File: src/rtl/irq_resolve_pkg.sv
package irq_resolve_pkg;

  localparam int BASIC_N = 8;
  localparam int BANK_W  = 32;
  localparam int SC1_N   = 5;
  localparam int SC2_N   = 6;

  localparam int SC1_POS [SC1_N] = '{7, 9, 10, 18, 19};
  localparam int SC2_POS [SC2_N] = '{21, 22, 23, 24, 25, 30};

  localparam int FLAG1_BIT  = BASIC_N;
  localparam int FLAG2_BIT  = BASIC_N + 1;
  localparam int SC1_LSB    = BASIC_N + 2;
  localparam int SC2_LSB    = SC1_LSB + SC1_N;
  localparam int SUM_W      = SC2_LSB + SC2_N;

  localparam int BANK1_BASE = BASIC_N;
  localparam int BANK2_BASE = BASIC_N + BANK_W;
  localparam int SRC_N      = BANK2_BASE + BANK_W;
  localparam int ID_W       = $clog2(SRC_N);
  localparam int IDX_W      = 8;

  function automatic logic [BANK_W-1:0] sc1_mask();
    logic [BANK_W-1:0] m;
    m = '0;
    for (int i = 0; i < SC1_N; i++) m[SC1_POS[i]] = 1'b1;
    return m;
  endfunction

  function automatic logic [BANK_W-1:0] sc2_mask();
    logic [BANK_W-1:0] m;
    m = '0;
    for (int i = 0; i < SC2_N; i++) m[SC2_POS[i]] = 1'b1;
    return m;
  endfunction

  function automatic int sc1_lookup(input int k);
    int r;
    r = 0;
    for (int i = 0; i < SC1_N; i++) if (i == k) r = SC1_POS[i];
    return r;
  endfunction

  function automatic int sc2_lookup(input int k);
    int r;
    r = 0;
    for (int i = 0; i < SC2_N; i++) if (i == k) r = SC2_POS[i];
    return r;
  endfunction

endpackage

File: src/rtl/irq_lsb_pick.sv
module irq_lsb_pick #(
  parameter  int W  = 8,
  localparam int IW = (W > 1) ? $clog2(W) : 1
) (
  input  logic [W-1:0]  req_i,
  output logic          hit_o,
  output logic [IW-1:0] idx_o
);

  always_comb begin
    hit_o = |req_i;
    idx_o = '0;
    for (int k = W - 1; k >= 0; k--) begin
      if (req_i[k]) idx_o = IW'(k);
    end
  end

endmodule

File: src/rtl/irq_xlat.sv
module irq_xlat
  import irq_resolve_pkg::*;
(
  input  logic [1:0]       bank_i,
  input  logic [IDX_W-1:0] index_i,
  output logic             ok_o,
  output logic [ID_W-1:0]  id_o
);

  localparam int SUM_BITS = IDX_W + 2;

  logic [SUM_BITS-1:0] flat;

  always_comb begin
    ok_o = 1'b0;
    flat = '0;
    unique case (bank_i)
      2'd0: begin
        flat = SUM_BITS'(index_i);
        ok_o = (flat < SUM_BITS'(BASIC_N));
      end
      2'd1: begin
        flat = SUM_BITS'(index_i) + SUM_BITS'(BANK1_BASE);
        ok_o = (flat <= SUM_BITS'(BANK1_BASE + BANK_W - 1));
      end
      2'd2: begin
        flat = SUM_BITS'(index_i) + SUM_BITS'(BANK2_BASE);
        ok_o = (flat <= SUM_BITS'(BANK2_BASE + BANK_W - 1));
      end
      default: ok_o = 1'b0;
    endcase
    id_o = ok_o ? flat[ID_W-1:0] : '0;
  end

endmodule

File: src/rtl/irq_resolve_top.sv
module irq_resolve_top
  import irq_resolve_pkg::*;
(
  input  logic              clk,
  input  logic              rst_n,
  input  logic [SUM_W-1:0]  summary_i,
  input  logic [BANK_W-1:0] bank1_i,
  input  logic [BANK_W-1:0] bank2_i,
  output logic              id_valid_o,
  output logic [ID_W-1:0]   id_o,
  input  logic [1:0]        xl_bank_i,
  input  logic [IDX_W-1:0]  xl_index_i,
  output logic              xl_valid_o,
  output logic [ID_W-1:0]   xl_id_o
);

  localparam logic [BANK_W-1:0] SC1_MASK = sc1_mask();
  localparam logic [BANK_W-1:0] SC2_MASK = sc2_mask();
  localparam int BIW  = $clog2(BASIC_N);
  localparam int S1W  = $clog2(SC1_N);
  localparam int S2W  = $clog2(SC2_N);
  localparam int WIW  = $clog2(BANK_W);

  // stage hit detectors
  logic           basic_hit, sc1_hit, sc2_hit, w1_hit, w2_hit;
  logic [BIW-1:0] basic_idx;
  logic [S1W-1:0] sc1_idx;
  logic [S2W-1:0] sc2_idx;
  logic [WIW-1:0] w1_idx, w2_idx;
  logic [BANK_W-1:0] w1_req, w2_req;

  assign w1_req = summary_i[FLAG1_BIT] ? (bank1_i & ~SC1_MASK) : '0;
  assign w2_req = summary_i[FLAG2_BIT] ? (bank2_i & ~SC2_MASK) : '0;

  irq_lsb_pick #(.W(BASIC_N)) u_basic (
    .req_i(summary_i[BASIC_N-1:0]), .hit_o(basic_hit), .idx_o(basic_idx));
  irq_lsb_pick #(.W(SC1_N)) u_sc1 (
    .req_i(summary_i[SC1_LSB +: SC1_N]), .hit_o(sc1_hit), .idx_o(sc1_idx));
  irq_lsb_pick #(.W(SC2_N)) u_sc2 (
    .req_i(summary_i[SC2_LSB +: SC2_N]), .hit_o(sc2_hit), .idx_o(sc2_idx));
  irq_lsb_pick #(.W(BANK_W)) u_w1 (
    .req_i(w1_req), .hit_o(w1_hit), .idx_o(w1_idx));
  irq_lsb_pick #(.W(BANK_W)) u_w2 (
    .req_i(w2_req), .hit_o(w2_hit), .idx_o(w2_idx));

  // next state: stage priority chain
  logic            valid_d, valid_q;
  logic [ID_W-1:0] id_d, id_q;

  always_comb begin
    valid_d = 1'b1;
    id_d    = '0;
    if (basic_hit) begin
      id_d = ID_W'(basic_idx);
    end else if (sc1_hit) begin
      id_d = ID_W'(BANK1_BASE + sc1_lookup(int'(sc1_idx)));
    end else if (sc2_hit) begin
      id_d = ID_W'(BANK2_BASE + sc2_lookup(int'(sc2_idx)));
    end else if (w1_hit) begin
      id_d = ID_W'(BANK1_BASE + int'(w1_idx));
    end else if (w2_hit) begin
      id_d = ID_W'(BANK2_BASE + int'(w2_idx));
    end else begin
      valid_d = 1'b0;
    end
  end

  // translation port
  logic            xv_d, xv_q;
  logic [ID_W-1:0] xid_d, xid_q;

  irq_xlat u_xlat (
    .bank_i(xl_bank_i), .index_i(xl_index_i), .ok_o(xv_d), .id_o(xid_d));

  // registers
  always_ff @(posedge clk or negedge rst_n) begin
    if (!rst_n) begin
      valid_q <= 1'b0;
      id_q    <= '0;
      xv_q    <= 1'b0;
      xid_q   <= '0;
    end else begin
      valid_q <= valid_d;
      id_q    <= id_d;
      xv_q    <= xv_d;
      xid_q   <= xid_d;
    end
  end

  assign id_valid_o = valid_q;
  assign id_o       = id_q;
  assign xl_valid_o = xv_q;
  assign xl_id_o    = xid_q;

  // checks
  AST_IDLE_ID_ZERO: assert property (@(posedge clk) disable iff (!rst_n)
    !id_valid_o |-> id_o == '0);
  AST_EMPTY_SUMMARY: assert property (@(posedge clk) disable iff (!rst_n)
    summary_i == '0 |=> !id_valid_o);
  AST_BASIC_WINS: assert property (@(posedge clk) disable iff (!rst_n)
    (|summary_i[BASIC_N-1:0]) |=> id_valid_o && id_o < ID_W'(BASIC_N));
  AST_SC1_RANGE: assert property (@(posedge clk) disable iff (!rst_n)
    (summary_i[BASIC_N-1:0] == '0 && |summary_i[SC1_LSB +: SC1_N])
      |=> id_valid_o && id_o >= ID_W'(BANK1_BASE) && id_o < ID_W'(BANK2_BASE));
  AST_SC2_RANGE: assert property (@(posedge clk) disable iff (!rst_n)
    (summary_i[BASIC_N-1:0] == '0 && summary_i[SC1_LSB +: SC1_N] == '0
      && |summary_i[SC2_LSB +: SC2_N]) |=> id_valid_o && id_o >= ID_W'(BANK2_BASE));
  AST_ID_IN_RANGE: assert property (@(posedge clk) disable iff (!rst_n)
    id_valid_o |-> id_o < ID_W'(SRC_N));
  AST_XL_BANK3: assert property (@(posedge clk) disable iff (!rst_n)
    xl_bank_i == 2'd3 |=> !xl_valid_o);
  AST_XL_IDLE_ZERO: assert property (@(posedge clk) disable iff (!rst_n)
    !xl_valid_o |-> xl_id_o == '0);

endmodule

File: config.mk
export PLATFORM = sky130hd
export DESIGN_NAME = irq_resolve_top
export DESIGN_NICKNAME = d
export VERILOG_FILES = /design/src/rtl/irq_resolve_pkg.sv /design/src/rtl/irq_lsb_pick.sv /design/src/rtl/irq_xlat.sv /design/src/rtl/irq_resolve_top.sv
export SDC_FILE = /design/constraint.sdc
export NUM_CORES = 1
export LEC_CHECK = 0
export ABC_AREA = 0
export BUFFER_PORTS_ARGS = -buffer_cell sky130_fd_sc_hd__buf_2
export CORE_ASPECT_RATIO = 0.7
export CORE_UTILIZATION = 45
export DETAILED_ROUTE_END_ITERATION = 8
export PLACE_DENSITY_LB_ADDON = 0.12
export SLEW_MARGIN = 10
export SYNTH_ARGS = -nofsm -noshare
export SYNTH_HDL_FRONTEND = slang
export SYNTH_SLANG_ARGS = --single-unit
File: constraint.sdc
create_clock -name clk -period 0.8 [get_ports clk]
set_clock_uncertainty 0.15 [all_clocks]
set_input_delay 0.04 -clock clk [delete_from_list [all_inputs] [get_ports clk]]
set_output_delay 0.04 -clock clk [all_outputs]
set_load 0.1 [all_outputs]
==> summary.txt, run 1 <==
Synthesis
  – EDFF count, synth: 0
  – Synthesized flop and latch total: 16
  – Top post-synthesis cells by area: dfrtp_1, nor2_1, a21oi_1
  – Cell Area, Synth: 1980 µm²
  – Syn Area/Cell: 7.35 µm²
  – Syn_nets: 372
  – Distinct cells, synth: 57
  – Post-synthesis sequential area ratio: 0.202
  – Post-synth ARST share: 1.00
  – Synth warn: 0
  – Synth top area share: 0.202
  – Post-synth top area cell: dfrtp_1
  – Synth cell count leaders: nor2_1, a21oi_1, o21ai_0, nand2_1
  – Cell count after synthesis: 270
  – Main synth FF type: dfrtp_1
  – Most frequent cell after synthesis: nor2_1

Floorplan
  – Width of the chip: 81.4 µm
  – Die height: 57.6 µm
  – Initial Util: 0.488
  – I/O pin count: 113
  – Rows: 19

GRT
  – All-Layer GR Usage: 0.738
  – Pin count of the biggest net entering global routing: 17
  – Vias in the first global route: 4281
  – Grt ovf: 3
  – Global-route wire length before repair: 24800 µm

Clocking
  – Htree depth: 1
  – Root Buffer: clkbuf_8
  – Max clock buf depth: 2
  – CTS Buf Count: 3
  – Num Clock Sinks: 16

Status
  – Stopped at: global routing (5_1_grt)
  – Status: stopped before the end
  – Error msg: [ERROR GRT-0116] Global routing finished with congestion. Check the congestion regions in the DRC Viewer.

Placement
  – Dpl hpwl: 7720 µm
  – Routability cong.: 0.954
  – IO buf count: 101
-- what timing repair did --
action	CTS
hold endpoints to repair	20
gates resized for setup	34
hold buffers	1
setup endpoints to repair	32
buffers inserted	3
pin swaps	15
gates cloned	0
-- kinds of logic after synthesis --
group           after synthesis  share of synthesized area
mux                           1                    0.00504
xor+xnor                      1                    0.00441
compound gates              101                      0.373
buf+inv                      21                     0.0511
fa+ha+maj                     5                     0.0315
other cells                   1                    0.00189
simple gates                124                      0.332
flops                        16                      0.202
-- metrics by stage --
| step | area, µm² | std cells | hold slack [ps] | setup slack [ps] |
|---|---|---|---|---|
| 4_1_cts | 3950 | 531 | -137 | -880 |
| 3_3_place_gp | 3690 | 524 | -193 | -1110 |
| 3_5_place_dp | 3690 | 524 | -180 | -1170 |
| 2_1_floorplan | 2120 | 270 | -406 | -958 |
-- per-layer routing --
layer,GRT overflow,global-route usage
met4,2,0.658
met2,1,0.900
met1,0,0.748
met3,0,0.621
met5,0,0.278
==> run 2, diff against run 1 <==
--- a/config.mk
+++ b/config.mk
@@ -7,10 +7,9 @@
 export LEC_CHECK = 0
 export ABC_AREA = 0
 export BUFFER_PORTS_ARGS = -buffer_cell sky130_fd_sc_hd__buf_2
-export CORE_ASPECT_RATIO = 0.7
-export CORE_UTILIZATION = 45
+export CORE_UTILIZATION = 30
 export DETAILED_ROUTE_END_ITERATION = 8
-export PLACE_DENSITY_LB_ADDON = 0.12
+export PLACE_DENSITY_LB_ADDON = 0.15
 export SLEW_MARGIN = 10
 export SYNTH_ARGS = -nofsm -noshare
 export SYNTH_HDL_FRONTEND = slang
==> summary.txt, run 2 <==
Clocking
  – Num Clock Sinks: 16
  – Max clock buf depth: 2
  – CTS Buf Count: 3
  – CTS tree: done
  – Htree depth: 1
  – Root Buffer: clkbuf_8
  – Post-CTS Hold Buffers: 1
  – Clock slew at reported path FFs: 60 ps

STA
  – PnR worst setup slack: -830 ps
  – FMAX: 614 MHz
  – Max Slew Vio Count: 0
  – Setup Viol. Count Final: 32
  – Period utilisation layout: 2.04
  – Unrepaired setup endpoints after global routing: yes
  – Hold_ws: -121 ps
  – Minimum clock period: 1630 ps
  – Setup TNS: -14770 ps
  – Hold Vio Cnt, Final: 4

Setup path
  – Critical path's largest stage delay: 540 ps
  – Crit path buffers/inverters: 1
  – Required @ worst endpoint: 780 ps
  – Cell breakdown of the critical path: buf_6, or4_4, o21ai_4, a21oi_2, nor2_1, ha_2, a221oi_2, a2111oi_2
  – Crit end category: flop
  – Crit Path Category: in2reg
  – Slowest CP cell: or4_4
  – WP data arrival: 1610 ps
  – Max Fanout on Critical Path: 3
  – Top cell family by delay on the critical path: simple AND/OR/NAND/NOR gates
  – Crit start category: input pin

Layout
  – Antenna cell count: 0
  – Commonest non-fill, non-tap cells in the layout: buf_4, buf_2, nor2_1, a21oi_1, nand2_1
  – NumNets Final: 594
  – Synth-to-Final Area Change: 109%
  – Commonest non-fill, non-tap cell in the layout: buf_4
  – Share of layout cells above drive strength 1: 0.589

Flow run
  – Max-cap violations: 0

GRT
  – Grt ovf: 0
  – Pin count of the biggest net entering global routing: 17
  – Global-route wire length before repair: 12100 µm
  – Antenna violations before repair: 0
  – All-Layer GR Usage: 0.207
  – Vias in the first global route: 2919

Floorplan
  – Width of the chip: 83.3 µm
  – Initial Util: 0.313
  – Rows: 29
  – Total core area: 6350 µm²
  – Die area: 6940 µm²
  – I/O pin count: 113
  – Die height: 83.3 µm

Detailed routing
  – Wire per inst: 12.6 µm
  – DRT Wirelength: 7140 µm
  – Initial drt markers: 44
  – DRC Markers: 0
  – Detailed-route via count: 2921
  – Via density: 5.14
  – Antenna Violating Nets Remaining: 0
  – TritonRoute pass-1 iters: 4

Synthesis
  – Most frequent cell after synthesis: nor2_1
  – Synthesized flop and latch total: 16
  – Syn_nets: 372
  – Post-synthesis compound-gate area fraction: 0.373
  – Post-synthesis sequential area ratio: 0.202
  – Syn Area/Cell: 7.35 µm²
  – Mux cell area share after synthesis: 0.00504
  – Synth Area in Adders: 0.0315
  – Top post-synthesis cells by area: dfrtp_1, nor2_1, a21oi_1
  – EDFF count, synth: 0
  – Synth top area share: 0.202
  – Post-synth top area cell: dfrtp_1
  – Synth cell count leaders: nor2_1, a21oi_1, o21ai_0, nand2_1
  – Post-synth ARST share: 1.00
  – Cell count after synthesis: 270
  – Simple-gate share of the synthesized area: 0.332
  – Main synth FF type: dfrtp_1
  – Synth warn: 0
  – Largest family of logic cells by synthesized area: compound AO/OA/AOI/OAI gates
  – Distinct cells, synth: 57
  – Synth Area in XOR/XNOR: 0.00441
  – Cell Area, Synth: 1980 µm²

Placement
  – Pre-CTS setup slack: -1120 ps
  – Routability cong.: 0.896
  – Dpl hpwl: 6000 µm
  – IO buf count: 101

Pwr
  – Power Density: 802 nW/µm²
  – Max IR drop VDD: 0.000804 V
  – Leakage: 0.00194 µW

Status
  – Status: finished with violations
  – Violations in the final reports: hold timing, setup timing

Worst hold path
  – HP Class: in2reg
## run 2: cell counts after synthesis
No cell type changed its count.
## run 2: final cells by class
type                       instances  area, µm²
inverter                          16       60.1
timing repair buffer             222       1740
fill                             556       2200
multi-input combinational        233       1740
clock buffer                       4       55.1
tap                               77       96.3
sequential                        16        460
## run 2: power by group
part | internal [µW] | switching [µW] | total (µW)
logic | 913 | 857 | 1770
clock network | 436 | 261 | 697
registers | 845 | 18.9 | 864
total | 2190 | 1140 | 3330
## run 2: final timing paths
kind / cells past startpoint / slack [ps] / endpoint / from
min in group asynchronous: 2 / 90 / id_o[5] / rst_n
max in group asynchronous: 2 / 120 / id_o[0] / rst_n
hold / removal: 2 / -120 / xl_id_o[0] / xl_index_i[0]
setup / recovery: 8 / -830 / id_o[4] / bank2_i[16]
## run 2: what timing repair did
item	CTS	global route
gates resized for setup	36	19
endpoints found under the hold margin	20	4
pin swaps	12	9
gates cloned	0	0
setup endpoints to repair	32	32
setup buffers	2	1
## run 2: per-layer routing
| layer | up-vias | wire length (µm) | track usage |
|---|---|---|---|
| met4 | 0 | 142 | 0.0564 |
| met3 | 16 | 233 | 0.0189 |
| met5 | - | 0 | 0 |
| li1 | 1468 | - | - |
| met2 | 74 | 3940 | 0.407 |
| met1 | 1363 | 2830 | 0.233 |
## run 2: kinds of logic (layout without fill, tap and decap cells)
| logic type | Yosys count | count (layout) |
|---|---|---|
| flip-flops | 16 | 16 |
| XOR/XNOR | 1 | 1 |
| AO/OA/AOI/OAI | 101 | 101 |
| buffers and inverters | 21 | 242 |
| multiplexers | 1 | 1 |
| other | 1 | 1 |
| AND/OR/NAND/NOR | 124 | 124 |
| adder cells (fa/ha/maj) | 5 | 5 |
## run 2: through the flow
stage / area, µm² / utilization / instances / power (µW) / hold WS [ps]
after detailed placement: 3800 / 0.599 / 560 / 2490 / -182
after global placement: 3800 / 0.599 / 560 / 2460 / -194
after CTS: 4070 / 0.640 / 567 / 3310 / -133
final: 4150 / 0.654 / 568 / 3330 / -121
after global routing: 4150 / 0.654 / 568 / 3540 / -118
after floorplan: 2120 / - / 270 / 1510 / -406
No activity file was read; power rests on OpenSTA's default activity.
